### src/rtl/smb_mon_pkg.sv
package smb_mon_pkg;

    // Events seen on the synchronized wires in the current cycle
    typedef struct packed {
        logic scl_rise;
        logic scl_fall;
        logic sda_chg;
        logic start;
        logic stop;
    } smb_evt_t;

    function automatic int unsigned ceil_div(input int unsigned num, input int unsigned den);
        return (num + den - 1) / den;
    endfunction

    function automatic int unsigned at_least_one(input int unsigned v);
        return (v == 0) ? 1 : v;
    endfunction

endpackage

### src/rtl/smb_sync.sv
module smb_sync #(
    parameter int unsigned WIDTH = 2
) (
    input  logic             clk,
    input  logic             rst,
    input  logic [WIDTH-1:0] raw_i,
    output logic [WIDTH-1:0] sync_o
);
    typedef struct packed {
        logic [WIDTH-1:0] meta;
        logic [WIDTH-1:0] stable;
    } sync_st_t;

    sync_st_t st_d, st_q;

    always_comb begin
        st_d        = st_q;
        st_d.meta   = raw_i;
        st_d.stable = st_q.meta;
    end

    // Released open-drain wires idle high, so reset to ones
    always_ff @(posedge clk) begin
        if (rst) begin
            st_q <= '{meta: '1, stable: '1};
        end else begin
            st_q <= st_d;
        end
    end

    assign sync_o = st_q.stable;
endmodule

### src/rtl/smb_cond_detect.sv
module smb_cond_detect
    import smb_mon_pkg::*;
(
    input  logic     clk,
    input  logic     rst,
    input  logic     scl_s,
    input  logic     sda_s,
    output smb_evt_t evt_o
);
    typedef struct packed {
        logic scl_p;
        logic sda_p;
    } prev_st_t;

    prev_st_t st_d, st_q;
    smb_evt_t evt;

    always_comb begin
        st_d       = st_q;
        st_d.scl_p = scl_s;
        st_d.sda_p = sda_s;

        evt          = '0;
        evt.scl_rise = scl_s & ~st_q.scl_p;
        evt.scl_fall = ~scl_s & st_q.scl_p;
        evt.sda_chg  = sda_s ^ st_q.sda_p;
        // Clock must be high in both samples, so a simultaneous clock edge is not framing
        evt.start    = scl_s & st_q.scl_p & st_q.sda_p & ~sda_s;
        evt.stop     = scl_s & st_q.scl_p & ~st_q.sda_p & sda_s;
    end

    always_ff @(posedge clk) begin
        if (rst) begin
            st_q <= '{scl_p: 1'b1, sda_p: 1'b1};
        end else begin
            st_q <= st_d;
        end
    end

    assign evt_o = evt;
endmodule

### src/rtl/smb_timing_monitor.sv
module smb_timing_monitor
    import smb_mon_pkg::*;
#(
    parameter int unsigned CLKS_PER_US = 100,
    parameter int unsigned TIMEOUT_US  = 35000,
    parameter int unsigned HOLD_NS     = 300,
    parameter int unsigned IDLE_US     = 100
) (
    input  logic clk,
    input  logic rst,
    input  logic scl_i,
    input  logic sda_i,
    output logic start_o,
    output logic stop_o,
    output logic busy_o,
    output logic tmo_o,
    output logic hold_err_o,
    output logic idle_o
);
    localparam int unsigned LOW_LIM  = at_least_one(TIMEOUT_US * CLKS_PER_US);
    localparam int unsigned HIGH_LIM = at_least_one(IDLE_US * CLKS_PER_US);
    localparam int unsigned HOLD_CYC = at_least_one(ceil_div(HOLD_NS * CLKS_PER_US, 1000));
    localparam int unsigned LW       = $clog2(LOW_LIM + 1);
    localparam int unsigned HW       = $clog2(HIGH_LIM + 1);
    localparam int unsigned DW       = $clog2(HOLD_CYC + 1);

    localparam logic [LW-1:0] LOW_MAX   = LW'(LOW_LIM);
    localparam logic [LW-1:0] LOW_LAST  = LW'(LOW_LIM - 1);
    localparam logic [HW-1:0] HIGH_MAX  = HW'(HIGH_LIM);
    localparam logic [HW-1:0] HIGH_LAST = HW'(HIGH_LIM - 1);
    localparam logic [DW-1:0] HOLD_LOAD = DW'(HOLD_CYC - 1);

    typedef struct packed {
        logic          busy;
        logic [LW-1:0] low_cnt;
        logic [HW-1:0] high_cnt;
        logic [DW-1:0] hold_cnt;
        logic          start;
        logic          stop;
        logic          tmo;
        logic          hold_err;
    } mon_st_t;

    logic [1:0] lines_s;
    logic       scl_s;
    logic       sda_s;
    smb_evt_t   evt;
    mon_st_t    st_d, st_q;

    smb_sync #(.WIDTH(2)) i_sync (
        .clk    (clk),
        .rst    (rst),
        .raw_i  ({scl_i, sda_i}),
        .sync_o (lines_s)
    );

    assign scl_s = lines_s[1];
    assign sda_s = lines_s[0];

    smb_cond_detect i_detect (
        .clk   (clk),
        .rst   (rst),
        .scl_s (scl_s),
        .sda_s (sda_s),
        .evt_o (evt)
    );

    logic scl_edge;
    logic tmo_ev;
    logic idle_ev;
    logic in_hold;

    always_comb begin
        st_d     = st_q;
        scl_edge = evt.scl_rise | evt.scl_fall;

        // Clock-low timer: restarted by every edge, saturating at the limit
        tmo_ev = ~scl_s & ~scl_edge & (st_q.low_cnt == LOW_LAST);
        if (scl_s || scl_edge) begin
            st_d.low_cnt = '0;
        end else if (st_q.low_cnt != LOW_MAX) begin
            st_d.low_cnt = st_q.low_cnt + 1'b1;
        end

        // Clock-high timer: only while busy, restarted by edges and framing
        idle_ev = st_q.busy & scl_s & ~scl_edge & ~evt.start & ~evt.stop
                  & (st_q.high_cnt == HIGH_LAST);
        if (!st_q.busy || !scl_s || scl_edge || evt.start || evt.stop) begin
            st_d.high_cnt = '0;
        end else if (st_q.high_cnt != HIGH_MAX) begin
            st_d.high_cnt = st_q.high_cnt + 1'b1;
        end

        // Hold window: the fall cycle plus HOLD_CYC-1 following cycles
        in_hold = evt.scl_fall | (st_q.hold_cnt != '0);
        if (evt.scl_fall) begin
            st_d.hold_cnt = HOLD_LOAD;
        end else if (st_q.hold_cnt != '0) begin
            st_d.hold_cnt = st_q.hold_cnt - 1'b1;
        end

        st_d.hold_err = in_hold & evt.sda_chg & ~scl_s;
        st_d.start    = evt.start;
        st_d.stop     = evt.stop;
        st_d.tmo      = tmo_ev;

        if (evt.start) begin
            st_d.busy = 1'b1;
        end else if (evt.stop || tmo_ev || idle_ev) begin
            st_d.busy = 1'b0;
        end
    end

    always_ff @(posedge clk) begin
        if (rst) begin
            st_q <= '0;
        end else begin
            st_q <= st_d;
        end
    end

    assign start_o    = st_q.start;
    assign stop_o     = st_q.stop;
    assign busy_o     = st_q.busy;
    assign tmo_o      = st_q.tmo;
    assign hold_err_o = st_q.hold_err;
    assign idle_o     = ~st_q.busy;
endmodule

### config.mk
export PLATFORM = sky130hd
export DESIGN_NAME = smb_timing_monitor
export DESIGN_NICKNAME = d
export VERILOG_FILES = /design/src/rtl/smb_mon_pkg.sv /design/src/rtl/smb_sync.sv /design/src/rtl/smb_cond_detect.sv /design/src/rtl/smb_timing_monitor.sv
export SDC_FILE = /design/constraint.sdc
export NUM_CORES = 1
export LEC_CHECK = 0
export CORE_ASPECT_RATIO = 0.9
export CORE_MARGIN = 2
export CORE_UTILIZATION = 64
export CTS_CLUSTER_DIAMETER = 200
export DETAILED_ROUTE_END_ITERATION = 7
export PLACE_DENSITY = 0.83
export SLEW_MARGIN = 20
export SYNTH_ARGS = -nofsm -noshare
export SYNTH_HDL_FRONTEND = slang
export SYNTH_HIERARCHICAL = 1
export SYNTH_SLANG_ARGS = --single-unit
### constraint.sdc
create_clock -name clk -period 3.6 [get_ports clk]
set_clock_uncertainty 0.2 [all_clocks]
set_input_delay 0.72 -clock clk [delete_from_list [all_inputs] [get_ports clk]]
set_output_delay 0.72 -clock clk [all_outputs]
set_load 0.01 [all_outputs]
# ---- Word level (Yosys, flattened, before mapping)
# Index checks and enable logic that the tools add are counted.
dict set report op_classes {
  n_addsub 3
  multipliers 0
  div_mod_pow 0
  order_cmp 0
  eq_ne 4
  n_shift 0
  mux 4
  n_bitwise 27
  reduce_logical 15
}
# op count
set op_table {}
lappend op_table {{adder 22 x 1 -> 22 bit (second input constant)} 1}
lappend op_table {{equality test 22 bit (second input constant)} 1}
lappend op_table {{!= test 22 bit (second input constant)} 1}
lappend op_table {{bitwise AND 1 bit} 16}
lappend op_table {{adder 14 x 1 -> 14 bit (second input constant)} 1}
lappend op_table {{equality test 14 bit (second input constant)} 1}
lappend op_table {{!= test 14 bit (second input constant)} 1}
lappend op_table {{two-way mux 5 bit} 2}
lappend op_table {{inverter 1 bit} 8}
lappend op_table {{logical OR 1 bit} 7}
lappend op_table {{OR reduction 2 bit} 3}
lappend op_table {{nonzero test 5 bit} 1}
lappend op_table {{subtractor 5 x 1 -> 5 bit (second input constant)} 1}
lappend op_table {{nonzero test 2 bit} 2}
lappend op_table {{zero test 1 bit} 2}
lappend op_table {{two-way mux 1 bit} 2}
lappend op_table {{OR 1 bit} 2}
lappend op_table {{bitwise XOR 1 bit} 1}
dict set report word_totals {
  regBits 52
  latchBits 0
  mem_bits_rw 0
  mem_bits_ro 0
  in_bits 4
  output_inout_bits 6
  elab_cells 66
  memories 0
}

# ---- Longest topological paths before layout
# Gate-level depths: netlist (run 1).
dict set report logic_depth {
  ltp_word 11
  ltp_mapped 8
  ltp_nobuf 6
}

# ---- Modules after synthesis
# The synthesis (run 1) kept the hierarchy.
# mod n_inst cells_per_inst area_each_um2 seq_area_each_um2
set modules_own_cells {}
lappend modules_own_cells {smb_timing_monitor 1 261 2202.1 920.9}
lappend modules_own_cells {smb_sync 1 8 105.1 80.1}
lappend modules_own_cells {smb_cond_detect 1 9 93.8 40.0}

# ---- Worst setup path before layout (run 1)
# Ideal clock, no wire load.
dict set report synth_path {
  kind {register to register}
  startpoint {reg st_q[4] (netlist bit)}
  endpoint {reg st_q[7] (netlist bit)}
  setup_ns 0.127
  arrival_time_ns 1.646
  t_required_ns 3.273
  path_slack_ns 1.627
  path_stages_with_launch 8
  path_buffers 1
  synth_period_minus_slack_ns 1.973
  cell_sequence {dfxtp_1 -> inv_1 -> ha_1 -> or4b_2 -> clkbuf_1 -> nor3b_1 -> a211oi_1 -> nor2_1}
}
dict set report synth_via {
  elab_chain_len 3
  elab_cells_between_ends 5
  classes_between {add/sub: 1; mux: 2; reduce/logical: 2}
}
# item line
set synth_rtl {}
lappend synth_rtl {{from (decl)} smb_timing_monitor.sv:48} ;# mon_st_t st_d, st_q;
lappend synth_rtl {{from (signal assigned)} smb_timing_monitor.sv:118} ;# st_q <= st_d;
lappend synth_rtl {{subtractor 5 x 1 -> 5 bit} smb_timing_monitor.sv:99} ;# st_d.hold_cnt = st_q.hold_cnt - 1'b1;
lappend synth_rtl {{two-way mux 5 bit} smb_timing_monitor.sv:98} ;# end else if (st_q.hold_cnt != '0) begin
lappend synth_rtl {{two-way mux 5 bit} smb_timing_monitor.sv:96} ;# if (evt.scl_fall) begin
# Parallel ways exist; a longest one is shown, timed or not. The select of a mux whose other input is x is not followed.
# A chain may end at the register's enable or synchronous reset.

# ---- Final worst setup path (run 1)
dict set report layout_path {
  startpoint {reg st_q[23] (netlist bit)}
  endpoint {reg st_q[41] (netlist bit)}
}
dict set report layout_via {
  elab_chain_len 1
  elab_cells_between_ends 2
  classes_between {add/sub: 1; eq/ne: 1}
}
# item line
set layout_rtl {}
lappend layout_rtl {{adder 22 x 1 -> 22 bit or != test 22 bit (tied branches)} {smb_timing_monitor.sv:82, smb_timing_monitor.sv:81}}
# Parallel ways exist; a longest one is shown, timed or not.

==> impl_metrics.json, run 1 <==
{
  "cts_buffers": 5,
  "grt-ovfl-total": 0,
  "io_buffers": 9,
  "period_share": 0.623,
  "nFillCells": 288,
  "floorplan.initialDensity": 0.657,
  "netSwitchingFraction": 0.263,
  "slowest_stage": "nor4_1",
  "yosysMostFrequentCell": "dfxtp_1",
  "synthAdderAreaFrac": 0.0261,
  "final-hold-violation-count": 0,
  "grt_pass1_vias": 1697,
  "cts.repair.resized": 0,
  "crit_chain": "ha_1 -> nand4_2 -> nor4_1 -> a31oi_1 -> a41o_1",
  "hpwl_mm": 2.95,
  "drive_above_1_share": 0.0556,
  "num_vias": 1891,
  "grt_first_pass_wirelength_mm": 7.27,
  "path_max_fanout": 9,
  "rsz0062_at_grt": "no",
  "seq_area_frac_synth": 0.434,
  "worstHoldPathType": "reg2reg",
  "nets": 296,
  "ant_nets": 0,
  "diodes": 0,
  "ys_async_sr_fraction": 0,
  "die_area_mm2": 0.00426,
  "coreArea_mm2": 0.00365,
  "synth.distinct_cells": 40,
  "synth-edff-count": 0,
  "combPwrFrac": 0.123,
  "clock_path_buffers": 2,
  "pwr-share-seq": 0.563,
  "dp.cells": 326,
  "p_sw_uw": 289,
  "drt_iter0_markers": 110,
  "ctsHtreeMaxLevel": 2,
  "postSynthAreaPerCell_um2": 8.64,
  "synth_top_cell_by_area": "dfxtp_1",
  "grt_use_total": 0.218,
  "maxCapViolCount": 0,
  "drv_slew": 0,
  "tritoncts": "built",
  "cts.sinks": 52,
  "path_clk_slew_ns": 0.10,
  "outcome": "finished, final reports clean",
  "drt_pass1_iterations": 5,
  "wl_per_cell_um": 12.7,
  "layout.cells.non_filler": 334,
  "yosys_most_used_dff": "dfxtp_1",
  "finalSetupViolations": 0,
  "synth_mux_area_frac": 0.00834,
  "path_delay_family": "simple AND/OR/NAND/NOR gates",
  "die_h_um": 62.1,
  "syn-num-nets": 287,
  "start_kind": "flip-flop",
  "timing_worst_setup_path_type": "reg2reg",
  "gp_congestion": 0.825,
  "internal_power_uw": 810,
  "grt_max_degree": 22,
  "synth-xor-area-share": 0.0803,
  "viasPerCell": 5.66,
  "area_growth_pct": 8.96,
  "cp-end-kind": "flip-flop",
  "cts_setup_buffers": 0,
  "power.leakage_nw": 0.849,
  "tightest_slew_ns": 0.612,
  "fin_setup_tns_ns": 0,
  "r2r_setup_slack_ns": 1.36,
  "netlist.area_leader.share": 0.434,
  "antenna_found_initial": 0,
  "synth_compound_area_frac": 0.0776,
  "drc_errors": 0,
  "critical_path_buf_inv_count": 0,
  "routed_wl_mm": 4.26,
  "synth_common_cells": "dfxtp_1 (52), nor2_1 (35), nand3_1 (17)",
  "ctsHoldBuffers": 0,
  "io_pins": 10,
  "cts_root_buf": "clkbuf_8",
  "stdcell_area_mm2": 0.00262,
  "max_stage_delay_ns": 0.63,
  "power_density_mw_per_mm2": 420,
  "clk_latency_ns": 0.31,
  "synth_cells": 278,
  "p_clk_frac": 0.315,
  "netlist_top_cells_area": "dfxtp_1 (43%), nor2_1 (5.5%), xnor2_1 (4.4%)",
  "crit_arrival_ns": 2.25,
  "synth_area_mm2": 0.00240,
  "peakVddDrop_v": 0.000344,
  "die_x_um": 68.6,
  "period_needed_ns": 2.24,
  "required_ns": 3.61,
  "rows": 21,
  "synth_top_family_by_area": "simple AND/OR/NAND/NOR gates",
  "synthSimpleGateAreaFrac": 0.335,
  "yosysWarnings": 6,
  "max_freq_mhz": 446,
  "ys_seq_elements": 52,
  "dpl_cell_area_mm2": 0.00252,
  "max-slew-margin-rel": 0.588,
  "fin_hold_ws_ns": 0.214
}
-- path summary, 6_finish.rpt --
| kind | depth (start not counted) | end | start |
|---|---|---|---|
| max | 5 | st_q[41] | st_q[23] |
| min | 1 | i_sync/sync_o[1] | i_sync/st_d[1] |
| max reg2reg | 5 | st_q[41] | st_q[23] |
| min reg2reg | 1 | i_sync/sync_o[1] | i_sync/st_d[1] |
-- area by class of cell --
cell class                      count  area [um2]  share of cell area
Tap cell                           46        57.6              0.0220
Sequential cell                    52        1040               0.398
Inverter                           14        52.6              0.0201
Clock inverter                      3        25.0             0.00956
Timing Repair Buffer               11         105              0.0402
Multi-Input combinational cell    203        1270               0.484
Clock buffer                        5        68.8              0.0263
-- registers in the layout, summed over array words and instances, names as in the netlist --
register and count:
busy_o 1, hold_err_o 1, i_detect/st_q 2, i_sync/st_d 2, i_sync/sync_o 2, st_q 41
start_o 1, stop_o 1, tmo_o 1
-- worst reg2reg max path, delay by kind of cell, from the launching register on --
kind / cells / cell delay, ns
AO/OA/AOI/OAI: 2 / 0.39
adder cells (fa/ha/maj): 1 / 0.25
flip-flops: 1 / 0.43
AND/OR/NAND/NOR: 2 / 0.87
-- power by group through the flow --
stage	sequential (mW)	combinational, mW	clock (mW)
global route	0.623	0.153	0.376
global placement	0.632	0.131	0
floorplan	0.628	0.113	0
finish	0.619	0.135	0.346
CTS	0.619	0.136	0.356
detailed placement	0.632	0.133	0
-- kinds of logic (layout without fill, tap and decap cells) --
logic type,after synthesis,in the layout
AO/OA/AOI/OAI,32,32
AND/OR/NAND/NOR,142,142
multiplexers,2,2
flip-flops,52,52
XOR/XNOR,22,22
adder cells (fa/ha/maj),5,5
buffers and inverters,23,33
-- layer usage --
metal	track usage	wire [um]	vias to the layer above	share of wire
li1	-	-	1003	-
met1	0.294	2190	855	0.51
met2	0.337	1900	28	0.45
met3	0.0652	143	5	0.034
met4	0.0575	16	0	0.0038
met5	0	0	-	0
-- layout by cell type, fill, tap and decap left out, types with 8 or more instances in the layout --
master            n
a21oi_1          15
clkdlybuf4s50_1   9
dfxtp_1          52
inv_1            14
nand2_1          12
nand3_1          17
nand4_1          12
nor2_1           35
o21ai_0           8
or3_1            10
xnor2_1          12
xor2_1           10
-- through the flow --
step            util  worst slack [ns]  power (mW)
2_1_floorplan      -              1.63       0.742
3_3_place_gp   0.691              1.09       0.762
3_5_place_dp   0.691              1.05       0.765
4_1_cts        0.716              1.37        1.11
5_1_grt        0.716              1.19        1.15
6_report       0.716              1.36        1.10
No activity file was read; power rests on OpenSTA's default activity.
==> run 2, diff against run 1 <==
--- a/config.mk
+++ b/config.mk
@@ -7,10 +7,10 @@
 export LEC_CHECK = 0
 export CORE_ASPECT_RATIO = 0.9
 export CORE_MARGIN = 2
-export CORE_UTILIZATION = 64
+export CORE_UTILIZATION = 59
 export CTS_CLUSTER_DIAMETER = 200
 export DETAILED_ROUTE_END_ITERATION = 7
-export PLACE_DENSITY = 0.83
+export PLACE_DENSITY = 0.78
 export SLEW_MARGIN = 20
 export SYNTH_ARGS = -nofsm -noshare
 export SYNTH_HDL_FRONTEND = slang
==> constraint.sdc (replaced) <==
create_clock -name clk -period 2.1 [get_ports clk]
set_clock_uncertainty 0.2 [all_clocks]
set_input_delay 0.42 -clock clk [delete_from_list [all_inputs] [get_ports clk]]
set_output_delay 0.42 -clock clk [all_outputs]
set_load 0.01 [all_outputs]
==> impl_metrics.json, run 2 (synthesized netlist as in run 1, its figures left out) <==
{
  "die_x_um": 71.2,
  "met1Wirelength_mm": 2.32,
  "peakVddDrop_v": 0.000617,
  "max_stage_delay_ns": 0.39,
  "ant_nets": 0,
  "cts.sinks": 52,
  "fin_setup_tns_ns": 0,
  "drv_slew": 0,
  "path_clk_slew_ns": 0.09,
  "io_pins": 10,
  "viasPerCell": 5.81,
  "grt_max_degree": 21,
  "period_share": 0.922,
  "start_kind": "flip-flop",
  "ctsHoldBuffers": 0,
  "tightest_slew_ns": 0.380,
  "num_vias": 1994,
  "timing_worst_setup_path_type": "reg2reg",
  "clk_latency_ns": 0.30,
  "routed_wl_mm": 4.48,
  "gp_congestion": 0.877,
  "io_buffers": 9,
  "routed-wl-met2_mm": 1.96,
  "grt_use_total": 0.209,
  "layout_common_cells": "dfxtp_1 (52), nor2_1 (35), nand3_1 (17), a21oi_1 (15), inv_1 (14)",
  "final_common_cell": "dfxtp_1",
  "max_freq_mhz": 516,
  "maxUsedRoutingLayer": "met4",
  "clock_path_buffers": 2,
  "final-hold-violation-count": 0,
  "grt_pass1_vias": 1834,
  "nets": 305,
  "required_ns": 2.09,
  "wl_per_cell_um": 13.1,
  "maxCapViolCount": 0,
  "drc_errors": 0,
  "crit_chain": "ha_1 -> nand4_4 -> buf_4 -> nor4_1 -> xnor2_1 -> nor2_1",
  "cp-end-kind": "flip-flop",
  "cts_root_buf": "clkbuf_8",
  "ctsHtreeMaxLevel": 2,
  "grt-ovfl-total": 0,
  "wl_met3_um": 113,
  "path_max_fanout": 7,
  "power.leakage_nw": 0.901,
  "hpwl_mm": 3.13,
  "worstHoldPathType": "reg2reg",
  "drt_iter0_markers": 135,
  "rows": 21,
  "largest_reg_flops": 41,
  "grt_first_pass_wirelength_mm": 7.85,
  "top_register": "st_q",
  "drt_pass1_iterations": 5,
  "die_area_mm2": 0.00460,
  "slowest_stage": "dfxtp_1",
  "outcome": "finished, final reports clean",
  "cts_buffers": 5,
  "power_density_mw_per_mm2": 702,
  "finalSetupViolations": 0,
  "crit_arrival_ns": 1.93,
  "fin_hold_ws_ns": 0.223,
  "antenna_found_initial": 0,
  "area_growth_pct": 12.9,
  "max-slew-margin-rel": 0.746,
  "cts_setup_buffers": 0,
  "tritoncts": "built",
  "floorplan.initialDensity": 0.630,
  "rsz0062_at_grt": "no",
  "diodes": 0,
  "drive_above_1_share": 0.0875,
  "coreArea_mm2": 0.00381,
  "die_h_um": 64.5,
  "period_needed_ns": 1.94
}
-- run 2: power by group --
part	leakage [nW]	total [mW]	internal, mW	switching (mW)
combinational	0.435	0.253	0.132	0.121
clock	0.0445	0.585	0.268	0.317
sequential	0.421	1.06	1.03	0.0328
total	0.901	1.90	1.43	0.471
-- run 2: per-layer routing --
| layer | global-route usage | up-vias |
|---|---|---|
| met5 | 0 | - |
| met4 | 0.0849 | 0 |
| met3 | 0.0373 | 11 |
| met2 | 0.322 | 32 |
| li1 | - | 1022 |
| met1 | 0.289 | 929 |
-- run 2: what timing repair did --
item,CTS,global route
setup endpoints to repair,0,6
gates resized for setup,0,5
endpoints found under the hold margin,0,0
-- run 2: area by class of cell --
| cell class | count | area [um2] |
|---|---|---|
| multi-input cells | 203 | 1290 |
| fillers | 295 | 1100 |
| flip-flops and latches | 52 | 1040 |
| repair buffers | 20 | 173 |
| clock buffers | 7 | 86.3 |
| well taps | 46 | 57.6 |
| inverters | 14 | 52.6 |
| clock inverters | 1 | 7.51 |
-- run 2: per-stage QoR --
step                       util  cells  setup WS (ns)  total power, mW  cell area [um2]
after floorplan               -    278          0.127             1.27             2400
after global placement    0.680    335          0.117             1.31             2590
after global routing      0.711    343         0.0139             1.99             2710
after CTS                 0.704    343         0.0746             1.90             2680
after detailed placement  0.680    335         0.0895             1.32             2590
final                     0.711    343          0.163             1.90             2710
-- run 2: final timing paths --
path,endpoint,slack (ns),start,depth (start not counted)
worst max-delay path,st_q[37],0.16,st_q[24],6
worst min-delay path,i_sync/sync_o[0],0.22,i_sync/st_d[0],1
worst max register to register,st_q[37],0.16,st_q[24],6
worst min register to register,i_sync/sync_o[0],0.22,i_sync/st_d[0],1
-- run 2: worst max-delay path, delay by kind of cell, from the launching register on --
kind / cells / cell delay (ns)
and+or+nand+nor: 3 / 0.60
DFF: 1 / 0.39
adders and majority gates: 1 / 0.26
buffers and inverters: 1 / 0.21
xor gates and xnor gates: 1 / 0.16
